==> config.mk <==
export PLATFORM = sky130hd
export DESIGN_NAME = rtc_calendar_core
export DESIGN_NICKNAME = d
export VERILOG_FILES = /design/src/rtl/rtc_cal_pkg.sv /design/src/rtl/rtc_time_chain.sv /design/src/rtl/rtc_date_chain.sv /design/src/rtl/rtc_calendar_core.sv
export SDC_FILE = /design/constraint.sdc
export NUM_CORES = 1
export LEC_CHECK = 0
export BUFFER_PORTS_ARGS = -buffer_cell sky130_fd_sc_hd__buf_2
export CAP_MARGIN = 25
export CORE_MARGIN = 4
export CORE_UTILIZATION = 60
export DETAILED_ROUTE_END_ITERATION = 10
export PLACE_DENSITY = 0.85
export SKIP_CTS_REPAIR_TIMING = 1
export SYNTH_ARGS = -nofsm -noshare
export SYNTH_HDL_FRONTEND = slang
export SYNTH_SLANG_ARGS = --single-unit
==> constraint.sdc <==
create_clock -name clk -period 4.75 [get_ports clk]
set_input_delay 0.95 -clock clk [delete_from_list [all_inputs] [get_ports clk]]
set_output_delay 0.95 -clock clk [all_outputs]
set_load 0.1 [all_outputs]
==> src/rtl/rtc_cal_pkg.sv <==
package rtc_cal_pkg;
  localparam int FIELD_W    = 8;
  localparam int NUM_FIELDS = 7;
  localparam int SEL_W      = $clog2(NUM_FIELDS + 1);

  typedef enum logic [SEL_W-1:0] {
    F_SEC = 3'd0, F_MIN = 3'd1, F_HOUR = 3'd2, F_WDAY = 3'd3,
    F_DATE = 3'd4, F_MONTH = 3'd5, F_YEAR = 3'd6
  } field_e;

  typedef struct packed {
    logic [7:0] value;
    logic       carry;
  } hour_step_t;

  // Increment a two-digit BCD value (no upper bound handling).
  function automatic logic [7:0] bcd_inc(input logic [7:0] v);
    logic [3:0] lo, hi;
    lo = v[3:0];
    hi = v[7:4];
    if (lo == 4'd9) return {hi + 4'd1, 4'd0};
    return {hi, lo + 4'd1};
  endfunction

  function automatic int unsigned bcd_to_int(input logic [7:0] v);
    return 32'(v[7:4]) * 10 + 32'(v[3:0]);
  endfunction

  function automatic logic year_is_leap(input logic [7:0] yr_bcd);
    int unsigned y;
    y = bcd_to_int(yr_bcd);
    return (y % 4) == 0;
  endfunction

  // Last day of the month in BCD.
  function automatic logic [7:0] month_last(input logic [4:0] mon_bcd, input logic leap);
    int unsigned m;
    m = bcd_to_int({3'b000, mon_bcd});
    if (m == 2) return leap ? 8'h29 : 8'h28;
    return ((m % 2 == 1) ^ (m >= 8)) ? 8'h31 : 8'h30;
  endfunction

  // Next hour byte and day carry, both formats.
  function automatic hour_step_t hour_next(input logic [7:0] h);
    hour_step_t r;
    r.value = h;
    r.carry = 1'b0;
    if (h[6]) begin
      if (h[4:0] == 5'h12) begin
        r.value = {h[7:5], 5'h01};
      end else if (h[4:0] == 5'h11) begin
        r.value = {h[7:6], ~h[5], 5'h12};
        r.carry = h[5];
      end else begin
        r.value = {h[7:5], bcd_inc({3'b000, h[4:0]})[4:0]};
      end
    end else begin
      if (h[5:0] == 6'h23) begin
        r.value = {h[7:6], 6'h00};
        r.carry = 1'b1;
      end else begin
        r.value = {h[7:6], bcd_inc({2'b00, h[5:0]})[5:0]};
      end
    end
    return r;
  endfunction
endpackage

==> src/rtl/rtc_time_chain.sv <==
module rtc_time_chain
  import rtc_cal_pkg::*;
#(
  parameter int W = FIELD_W
) (
  input  logic         clk,
  input  logic         rst_n,
  input  logic         step,
  input  logic         wr_sec,
  input  logic         wr_min,
  input  logic         wr_hour,
  input  logic [W-1:0] wr_data,
  output logic [W-1:0] sec_q,
  output logic [W-1:0] min_q,
  output logic [W-1:0] hour_q,
  output logic         sec_wrap,
  output logic         min_wrap,
  output logic         day_adv
);
  localparam logic [W-1:0] LAST_MS = W'(8'h59);

  logic       step_sec, step_min, step_hour;
  hour_step_t hnext;

  assign hnext     = hour_next(hour_q);
  assign step_sec  = step & ~wr_sec;
  assign sec_wrap  = step_sec & (sec_q == LAST_MS);
  assign step_min  = sec_wrap & ~wr_min;
  assign min_wrap  = step_min & (min_q == LAST_MS);
  assign step_hour = min_wrap & ~wr_hour;
  assign day_adv   = step_hour & hnext.carry;

  always_ff @(posedge clk or negedge rst_n) begin
    if (!rst_n) begin
      sec_q  <= '0;
      min_q  <= '0;
      hour_q <= '0;
    end else begin
      if (wr_sec)        sec_q <= wr_data;
      else if (sec_wrap) sec_q <= '0;
      else if (step_sec) sec_q <= bcd_inc(sec_q);

      if (wr_min)        min_q <= wr_data;
      else if (min_wrap) min_q <= '0;
      else if (step_min) min_q <= bcd_inc(min_q);

      if (wr_hour)        hour_q <= wr_data;
      else if (step_hour) hour_q <= hnext.value;
    end
  end
endmodule

==> src/rtl/rtc_date_chain.sv <==
module rtc_date_chain
  import rtc_cal_pkg::*;
#(
  parameter int W = FIELD_W
) (
  input  logic         clk,
  input  logic         rst_n,
  input  logic         day_adv,
  input  logic         wr_wday,
  input  logic         wr_date,
  input  logic         wr_month,
  input  logic         wr_year,
  input  logic [W-1:0] wr_data,
  output logic [W-1:0] wday_q,
  output logic [W-1:0] date_q,
  output logic [W-1:0] month_q,
  output logic [W-1:0] year_q,
  output logic         date_wrap,
  output logic         month_wrap,
  output logic         year_wrap
);
  localparam logic [W-1:0] ONE      = W'(1);
  localparam logic [W-1:0] LAST_WD  = W'(7);
  localparam logic [4:0]   LAST_MON = 5'h12;
  localparam logic [W-1:0] LAST_YR  = W'(8'h99);

  logic       step_wday, step_date, step_mon, step_yr;
  logic [7:0] last_day;

  assign last_day   = month_last(month_q[4:0], year_is_leap(year_q));
  assign step_wday  = day_adv & ~wr_wday;
  assign step_date  = day_adv & ~wr_date;
  assign date_wrap  = step_date & (date_q == last_day);
  assign step_mon   = date_wrap & ~wr_month;
  assign month_wrap = step_mon & (month_q[4:0] == LAST_MON);
  assign step_yr    = month_wrap & ~wr_year;
  assign year_wrap  = step_yr & (year_q == LAST_YR);

  always_ff @(posedge clk or negedge rst_n) begin
    if (!rst_n) begin
      wday_q  <= ONE;
      date_q  <= ONE;
      month_q <= ONE;
      year_q  <= '0;
    end else begin
      if (wr_wday)        wday_q <= wr_data;
      else if (step_wday) wday_q <= (wday_q == LAST_WD) ? ONE : wday_q + ONE;

      if (wr_date)        date_q <= wr_data;
      else if (date_wrap) date_q <= ONE;
      else if (step_date) date_q <= bcd_inc(date_q);

      if (wr_month)        month_q <= wr_data;
      else if (month_wrap) month_q <= {month_q[7] ^ year_wrap, 2'b00, 5'h01};
      else if (step_mon)   month_q <= {month_q[7:5], bcd_inc({3'b000, month_q[4:0]})[4:0]};

      if (wr_year)        year_q <= wr_data;
      else if (year_wrap) year_q <= '0;
      else if (step_yr)   year_q <= bcd_inc(year_q);
    end
  end
endmodule

==> src/rtl/rtc_calendar_core.sv <==
module rtc_calendar_core
  import rtc_cal_pkg::*;
(
  input  logic       clk,
  input  logic       rst_n,
  input  logic       tick_1hz,
  input  logic       chain_stop,
  input  logic       wr_en,
  input  logic [2:0] wr_sel,
  input  logic [7:0] wr_data,
  output logic [7:0] t_sec,
  output logic [7:0] t_min,
  output logic [7:0] t_hour,
  output logic [7:0] t_wday,
  output logic [7:0] t_date,
  output logic [7:0] t_month,
  output logic [7:0] t_year
);
  logic [NUM_FIELDS-1:0] wr_hit;
  logic step, sec_wrap, min_wrap, day_adv, date_wrap, month_wrap, year_wrap;

  for (genvar i = 0; i < NUM_FIELDS; i++) begin : g_wdec
    assign wr_hit[i] = wr_en && (wr_sel == SEL_W'(i));
  end

  assign step = tick_1hz & ~chain_stop;

  rtc_time_chain #(.W(FIELD_W)) u_time (
    .clk, .rst_n, .step,
    .wr_sec(wr_hit[F_SEC]), .wr_min(wr_hit[F_MIN]), .wr_hour(wr_hit[F_HOUR]),
    .wr_data,
    .sec_q(t_sec), .min_q(t_min), .hour_q(t_hour),
    .sec_wrap, .min_wrap, .day_adv
  );

  rtc_date_chain #(.W(FIELD_W)) u_date (
    .clk, .rst_n, .day_adv,
    .wr_wday(wr_hit[F_WDAY]), .wr_date(wr_hit[F_DATE]),
    .wr_month(wr_hit[F_MONTH]), .wr_year(wr_hit[F_YEAR]),
    .wr_data,
    .wday_q(t_wday), .date_q(t_date), .month_q(t_month), .year_q(t_year),
    .date_wrap, .month_wrap, .year_wrap
  );
endmodule

# Word level (Yosys, flattened, before mapping)
# Cells that the tools add are included.
[totals]
ff_bits = 56
latchBits = 0
ramBits = 0
romBits = 0
inputBits = 16
n_memories = 0
[classes]
n_addsub = 16
mul = 2
div_mod_pow = 0
magnitude_cmp = 1
eq_ne = 25
n_shift = 0
n_mux = 72
bitwise_logic = 25
reduce_logical = 30
[op_table]
columns = ["operator", "count"]
rows = [
  ["$mux W8", 29],
  ["$add A4 B1 Y4 const B", 10],
  ["$eq A32 B2 Y1 const B", 1],
  ["$ge A32 B4 Y1 const B", 1],
  ["$logic_not A32 Y1", 1],
  ["$mux W1", 32],
  ["$mux W6", 5],
  ["$reduce_bool A3 Y1", 10],
  ["$mux W5", 5],
  ["$eq A4 B4 Y1 const B", 6],
  ["$eq A8 B7 Y1 const B", 2],
  ["$eq A5 B5 Y1 const B", 3],
  ["$and A1 B1 Y1", 14],
  ["$reduce_and A2 Y1", 5],
  ["$eq A3 B3 Y1 const B", 3],
  ["$mux W9", 1],
  ["$not A1 Y1", 9],
  ["$add A8 B1 Y8 const B", 1],
  ["$eq A8 B3 Y1 const B", 1],
  ["$eq A8 B8 Y1", 1],
  ["$eq A8 B8 Y1 const B", 1],
  ["$logic_and A1 B1 Y1", 7],
  ["$add A5 B4 Y6", 1],
  ["$eq A3 B2 Y1 const B", 2],
  ["15 further kinds", 20],
]

# Longest topological paths before layout
[logic_depth]
word_depth = 22
mapped_depth = 10
depth_no_buf = 9

# Cells and area by module
# Synthesis repeated with hierarchy kept, for this count alone.
[hier_totals]
cells_unflattened = 449
hier_area_um2 = 4023.9
[by_module_without_submodules]
columns = ["mod", "n_inst", "cells_each", "area_each_um2", "seq_area_each_um2"]
rows = [
  ["rtc_date_chain", 1, 242, 2185.8, 804.5],
  ["rtc_time_chain", 1, 199, 1745.4, 600.6],
  ["rtc_calendar_core", 1, 8, 92.6, 0.0],
]

# Worst setup path before layout
# Ideal clock, no wire load.
[synth_timing]
path_kind = "register -> register"
from = "register u_date.month_q[4]"
to = "register u_date.month_q[3]"
arrival_time_ps = 2885
required_time_ps = 4668
slack_ps = 1783
stages_incl_launch_ff = 9
n_path_buf = 0
cell_sequence = "dfrtp_1 ha_1 a211oi_2 xor2_1 and3b_1 o211a_4 nand2_2 or4b_1 a31oi_1"
[synth_via]
elab_chain_cells = 12
elab_cells_between_ends = 16
[synth_rtl]
columns = ["element", "line_no", "rtl"]
rows = [
  ["from (decl)", "rtc_date_chain.sv:16", "output logic [W-1:0] month_q,"],
  ["from (signal assigned)", "rtc_date_chain.sv:53", "if (wr_month) month_q <= wr_data;"],
  ["from (signal assigned)", "rtc_date_chain.sv:54", "else if (month_wrap) month_q <= {month_q[7] ^ year_wrap, 2'b00, 5'h01};"],
  ["from (signal assigned)", "rtc_date_chain.sv:55", "else if (step_mon) month_q <= {month_q[7:5], bcd_inc({3'b000, month_q[4:0]})[4:0]};"],
  ["$mul A1 B3 Y4", "rtc_cal_pkg.sv:26", "return 32'(v[7:4]) * 10 + 32'(v[3:0]);"],
  ["$add A5 B4 Y6", "rtc_cal_pkg.sv:26", ""],
  ["$ge A32 B4 Y1", "rtc_cal_pkg.sv:40", "return ((m % 2 == 1) ^ (m >= 8)) ? 8'h31 : 8'h30;"],
  ["$xor A1 B1 Y1", "rtc_cal_pkg.sv:40", ""],
  ["$mux W1", "rtc_cal_pkg.sv:40", ""],
  ["$mux W8", "rtc_cal_pkg.sv:40", ""],
  ["$eq A8 B8 Y1", "rtc_date_chain.sv:33", "assign date_wrap = step_date & (date_q == last_day);"],
  ["$and A1 B1 Y1", "rtc_date_chain.sv:33", ""],
  ["$and A1 B1 Y1", "rtc_date_chain.sv:34", "assign step_mon = date_wrap & ~wr_month;"],
  ["$and A1 B1 Y1", "rtc_date_chain.sv:35", "assign month_wrap = step_mon & (month_q[4:0] == LAST_MON);"],
  ["$mux W8", "rtc_date_chain.sv:54", ""],
  ["$mux W8", "rtc_date_chain.sv:53", ""],
]
# Parallel ways exist; a longest one is shown, timed or not. The select of a mux whose other input is x is not followed.
# A chain may end at the register's enable or synchronous reset.

# Final worst setup path
[layout_timing]
from = "input port wr_sel[1]"
to = "register u_date.year_q[5]"
[layout_via]
elab_chain_cells = 17
elab_cells_between_ends = 35
[layout_rtl]
columns = ["element", "line_no", "rtl"]
rows = [
  ["from (decl)", "rtc_calendar_core.sv:9", "input logic [2:0] wr_sel,"],
  ["$logic_not A3 Y1", "rtc_calendar_core.sv:23", "assign wr_hit[i] = wr_en && (wr_sel == SEL_W'(i));"],
  ["$logic_and A1 B1 Y1", "rtc_calendar_core.sv:23", ""],
  ["$not A1 Y1", "rtc_time_chain.sv:26", "assign step_sec = step & ~wr_sec;"],
  ["$and A1 B1 Y1", "rtc_time_chain.sv:26", ""],
  ["$and A1 B1 Y1", "rtc_time_chain.sv:27", "assign sec_wrap = step_sec & (sec_q == LAST_MS);"],
  ["$and A1 B1 Y1", "rtc_time_chain.sv:28", "assign step_min = sec_wrap & ~wr_min;"],
  ["$and A1 B1 Y1", "rtc_time_chain.sv:29", "assign min_wrap = step_min & (min_q == LAST_MS);"],
  ["$and A1 B1 Y1", "rtc_time_chain.sv:30", "assign step_hour = min_wrap & ~wr_hour;"],
  ["$and A1 B1 Y1", "rtc_time_chain.sv:31", "assign day_adv = step_hour & hnext.carry;"],
  ["$and A1 B1 Y1", "rtc_date_chain.sv:32", "assign step_date = day_adv & ~wr_date;"],
  ["$and A1 B1 Y1", "rtc_date_chain.sv:33", ""],
  ["$and A1 B1 Y1", "rtc_date_chain.sv:34", ""],
  ["$and A1 B1 Y1", "rtc_date_chain.sv:35", ""],
  ["$and A1 B1 Y1", "rtc_date_chain.sv:36", "assign step_yr = month_wrap & ~wr_year;"],
  ["$and A1 B1 Y1", "rtc_date_chain.sv:37", "assign year_wrap = step_yr & (year_q == LAST_YR);"],
  ["$reduce_bool A3 Y1 (no line) / $mux W8 (equally long branches)", "n/a", ""],
  ["$reduce_and A2 Y1 (no line) / $mux W8 (equally long branches)", "n/a", ""],
  ["to (signal assigned)", "rtc_date_chain.sv:57", "if (wr_year) year_q <= wr_data;"],
  ["to (signal assigned)", "rtc_date_chain.sv:59", "else if (step_yr) year_q <= bcd_inc(year_q);"],
  ["to (decl)", "rtc_date_chain.sv:17", "output logic [W-1:0] year_q,"],
]
# Parallel ways exist; a longest one is shown, timed or not.

==> results_dict.tcl <==
set metrics [dict create \
    crit_chain "buf_2, nor4bb_2, buf_4, nor3_1, nand4_2, nor2_2, nand3_2, or4_1, nand3_1" \
    netlist_top_cells_area "dfrtp_1 (34%), ha_1 (6.5%), o21ai_0 (6.3%), nand2_1 (5.8%), nor2_1 (3.7%)" \
    final_cell_mix "buf_2 (71), nand2_1 (60), dfrtp_1 (53)" \
    setup_viol 0 \
    status "complete, no violations" \
    drtAntennaViolNets 0 \
    syn_avg_cell_area_sq_um 8.41 \
    synthesis.nets 496 \
    vias 3677 \
    first_global_vias 3275 \
    grt_overflow 0 \
    numPortBuffers 71 \
    seq_area_frac_synth_pct 36.3 \
    htree_levels 2 \
    cts.sinks 56 \
    crit_arrival_ps 3240 \
    dr.max_layer_used "met4" \
    required_ps 5000 \
    clock_latency_ps 310 \
    wire_per_inst_microns 16.5 \
    netlist_instances 460 \
    yosys.area.top_type "dfrtp_1" \
    core_area_sq_um 6100 \
    dr.pass1.iters 5 \
    p_leak_nw 1.90 \
    critPathTopFamily "simple AND/OR/NAND/NOR gates" \
    synth_top_area_share_pct 34.3 \
    multi_input_area_sq_um 2290 \
    critical_path_buf_inv_count 2 \
    fill_cells 494 \
    post-place-ws_ps 1460 \
    final_common_cell "buf_2" \
    dieHeight_microns 88.3 \
    ys_seq_elements 56 \
    max_freq_mhz 335 \
    netlist_area_sq_um 3870 \
    drt-total-wl_microns 9790 \
    skew_ps 8.13 \
    slew_headroom_pct 45.0 \
    cp_max_fo 15 \
    cts-root-buf "clkbuf_8" \
    drt-vias-per-instance 6.19 \
    grt_max_degree 45 \
    nets 554 \
    clk_pin_slew_ps 100 \
    powerDensity_nw_per_um2 536 \
    cts-buffers-inserted 5 \
    cp-start-kind "input pin" \
    dr_wl_met2_microns 4450 \
    die_area_sq_um 7790 \
    setup_tns_ps 0 \
    report.final.slew_viol_count 0 \
    rows 28 \
    drcViolationCount 0 \
    setup_slack_ps 1770 \
    synth-main-ff-cell "dfrtp_1" \
    hold_viol 0 \
    async_reset_ff_share_pct 100 \
    min_period_ps 2980 \
    antenna_found_initial 0 \
    finalCritPeriodShare_pct 62.8 \
    end_kind "flop" \
    yosysWarnings 0 \
    wl_met3_microns 806 \
    irDropWorstVdd_mv 0.503 \
    grt_use_total_pct 26.3 \
    crit_type "in -> reg" \
    holdWs_ps 513 \
    max_cap_viol_count 0 \
    rsz0062_at_grt "no" \
    die_w_microns 88.3 \
    grt_pass1_wl_microns 16100 \
    cpPeakStageDelay_ps 540 \
    cp_slowest_cell "or4_1" \
    cts_tree "done" \
    place_congestion 0.889 \
    drive_above_1_share_pct 20.0 \
    synth_edf_count 0 \
    num_io_pins 72 \
    start_util_pct 63.4 \
    drt_iter0_markers 294 \
    netlist-cell-type-count 64 \
    hpwl_microns 7050 \
    n_antenna_cell 0 \
    ctsLongestPathBuffers 2 \
    hold_path.class "in -> async" \
    area_growth_pct 11.8 \
    final-seq-area_sq_um 1410 \
    worstMarginPinSlew_ps 822 \
    wirelength_met1_microns 4340 \
]
==> layer usage <==
layer	GRT usage, %	vias up
met1	38.2	1741
met2	39.8	144
met3	5.21	17
met5	0	-
li1	-	1775
met4	8.24	0
==> cell type report <==
| type | count | share of cell area (%) |
|---|---|---|
| Clock buffer | 8 | 2.08 |
| Inverter | 17 | 1.48 |
| Multi-Input combinational cell | 364 | 53.0 |
| Sequential cell | 56 | 32.5 |
| Tap cell | 75 | 2.17 |
| Timing Repair Buffer | 74 | 8.74 |
==> report_power, final <==
| part | leakage [nW] | switching, mW | internal [mW] |
|---|---|---|---|
| Combinational | 1.18 | 1.05 | 0.236 |
| Sequential | 0.670 | 0.172 | 0.588 |
| Clock | 0.0455 | 0.157 | 0.120 |
==> state kept, by name, indices dropped and copies added (netlist names) <==
| register | count |
|---|---|
| u_date.date_q | 8 |
| u_date.month_q | 8 |
| u_date.wday_q | 8 |
| u_date.year_q | 8 |
| u_time.hour_q | 8 |
| u_time.min_q | 8 |
| u_time.sec_q | 8 |
==> worst register-to-register path, delay by kind of cell (launching register included) <==
family | cells | cell delay (ps)
adder cells (fa/ha/maj) | 1 | 150
flip-flops | 1 | 440
buffers and inverters | 1 | 70
AND/OR/NAND/NOR | 7 | 2120
==> per-stage QoR <==
stage | instances | total power, mW | util (%) | area, sq um
2_1_floorplan | 460 | 1.82 | - | 3870
3_3_place_gp | 586 | 2.03 | 69.5 | 4230
3_5_place_dp | 586 | 2.05 | 69.5 | 4230
4_1_cts | 594 | 2.32 | 70.9 | 4320
5_1_grt | 594 | 2.43 | 70.9 | 4320
6_report | 594 | 2.32 | 70.9 | 4320
==> path summary, 6_finish.rpt <==
| kind | from | end | slack (ps) | cells after the start |
|---|---|---|---|---|
| max | wr_sel[1] | u_date.year_q[5]$_DFFE_PN0P_ | 1770 | 9 |
| min | rst_n | u_time.sec_q[6]$_DFFE_PN0P_ | 510 | 1 |
| min reg2reg | u_date.month_q[5]$_DFFE_PN0P_ | u_date.month_q[5]$_DFFE_PN0P_ | 520 | 2 |
| max in group asynchronous | rst_n | u_date.year_q[4]$_DFFE_PN0P_ | 3370 | 2 |
| max reg2reg | u_time.sec_q[1]$_DFFE_PN0P_ | u_date.year_q[5]$_DFFE_PN0P_ | 1940 | 9 |
| min in group clk | u_date.month_q[5]$_DFFE_PN0P_ | u_date.month_q[5]$_DFFE_PN0P_ | 520 | 2 |
==> kinds of logic after synthesis <==
group	Yosys count	share of synthesized area (%)
adders and majority gates	20	6.47
AOI/OAI and AO/OA	119	18.6
muxes	6	1.65
buffers and inverters	40	4.69
and+or+nand+nor	207	29.5
DFF	56	36.3
xor gates and xnor gates	12	2.72
==> synth_stat cells, types with 8 or more instances <==
master    instances
a21oi_1          28
a31oi_1          12
and3_1            8
clkbuf_1         11
dfrtp_1          53
ha_1             20
inv_1            17
nand2_1          60
nand3_1          18
nor2_1           38
nor2b_1           8
nor3_1           16
o21ai_0          49
Power figures use the tool's default switching activity.
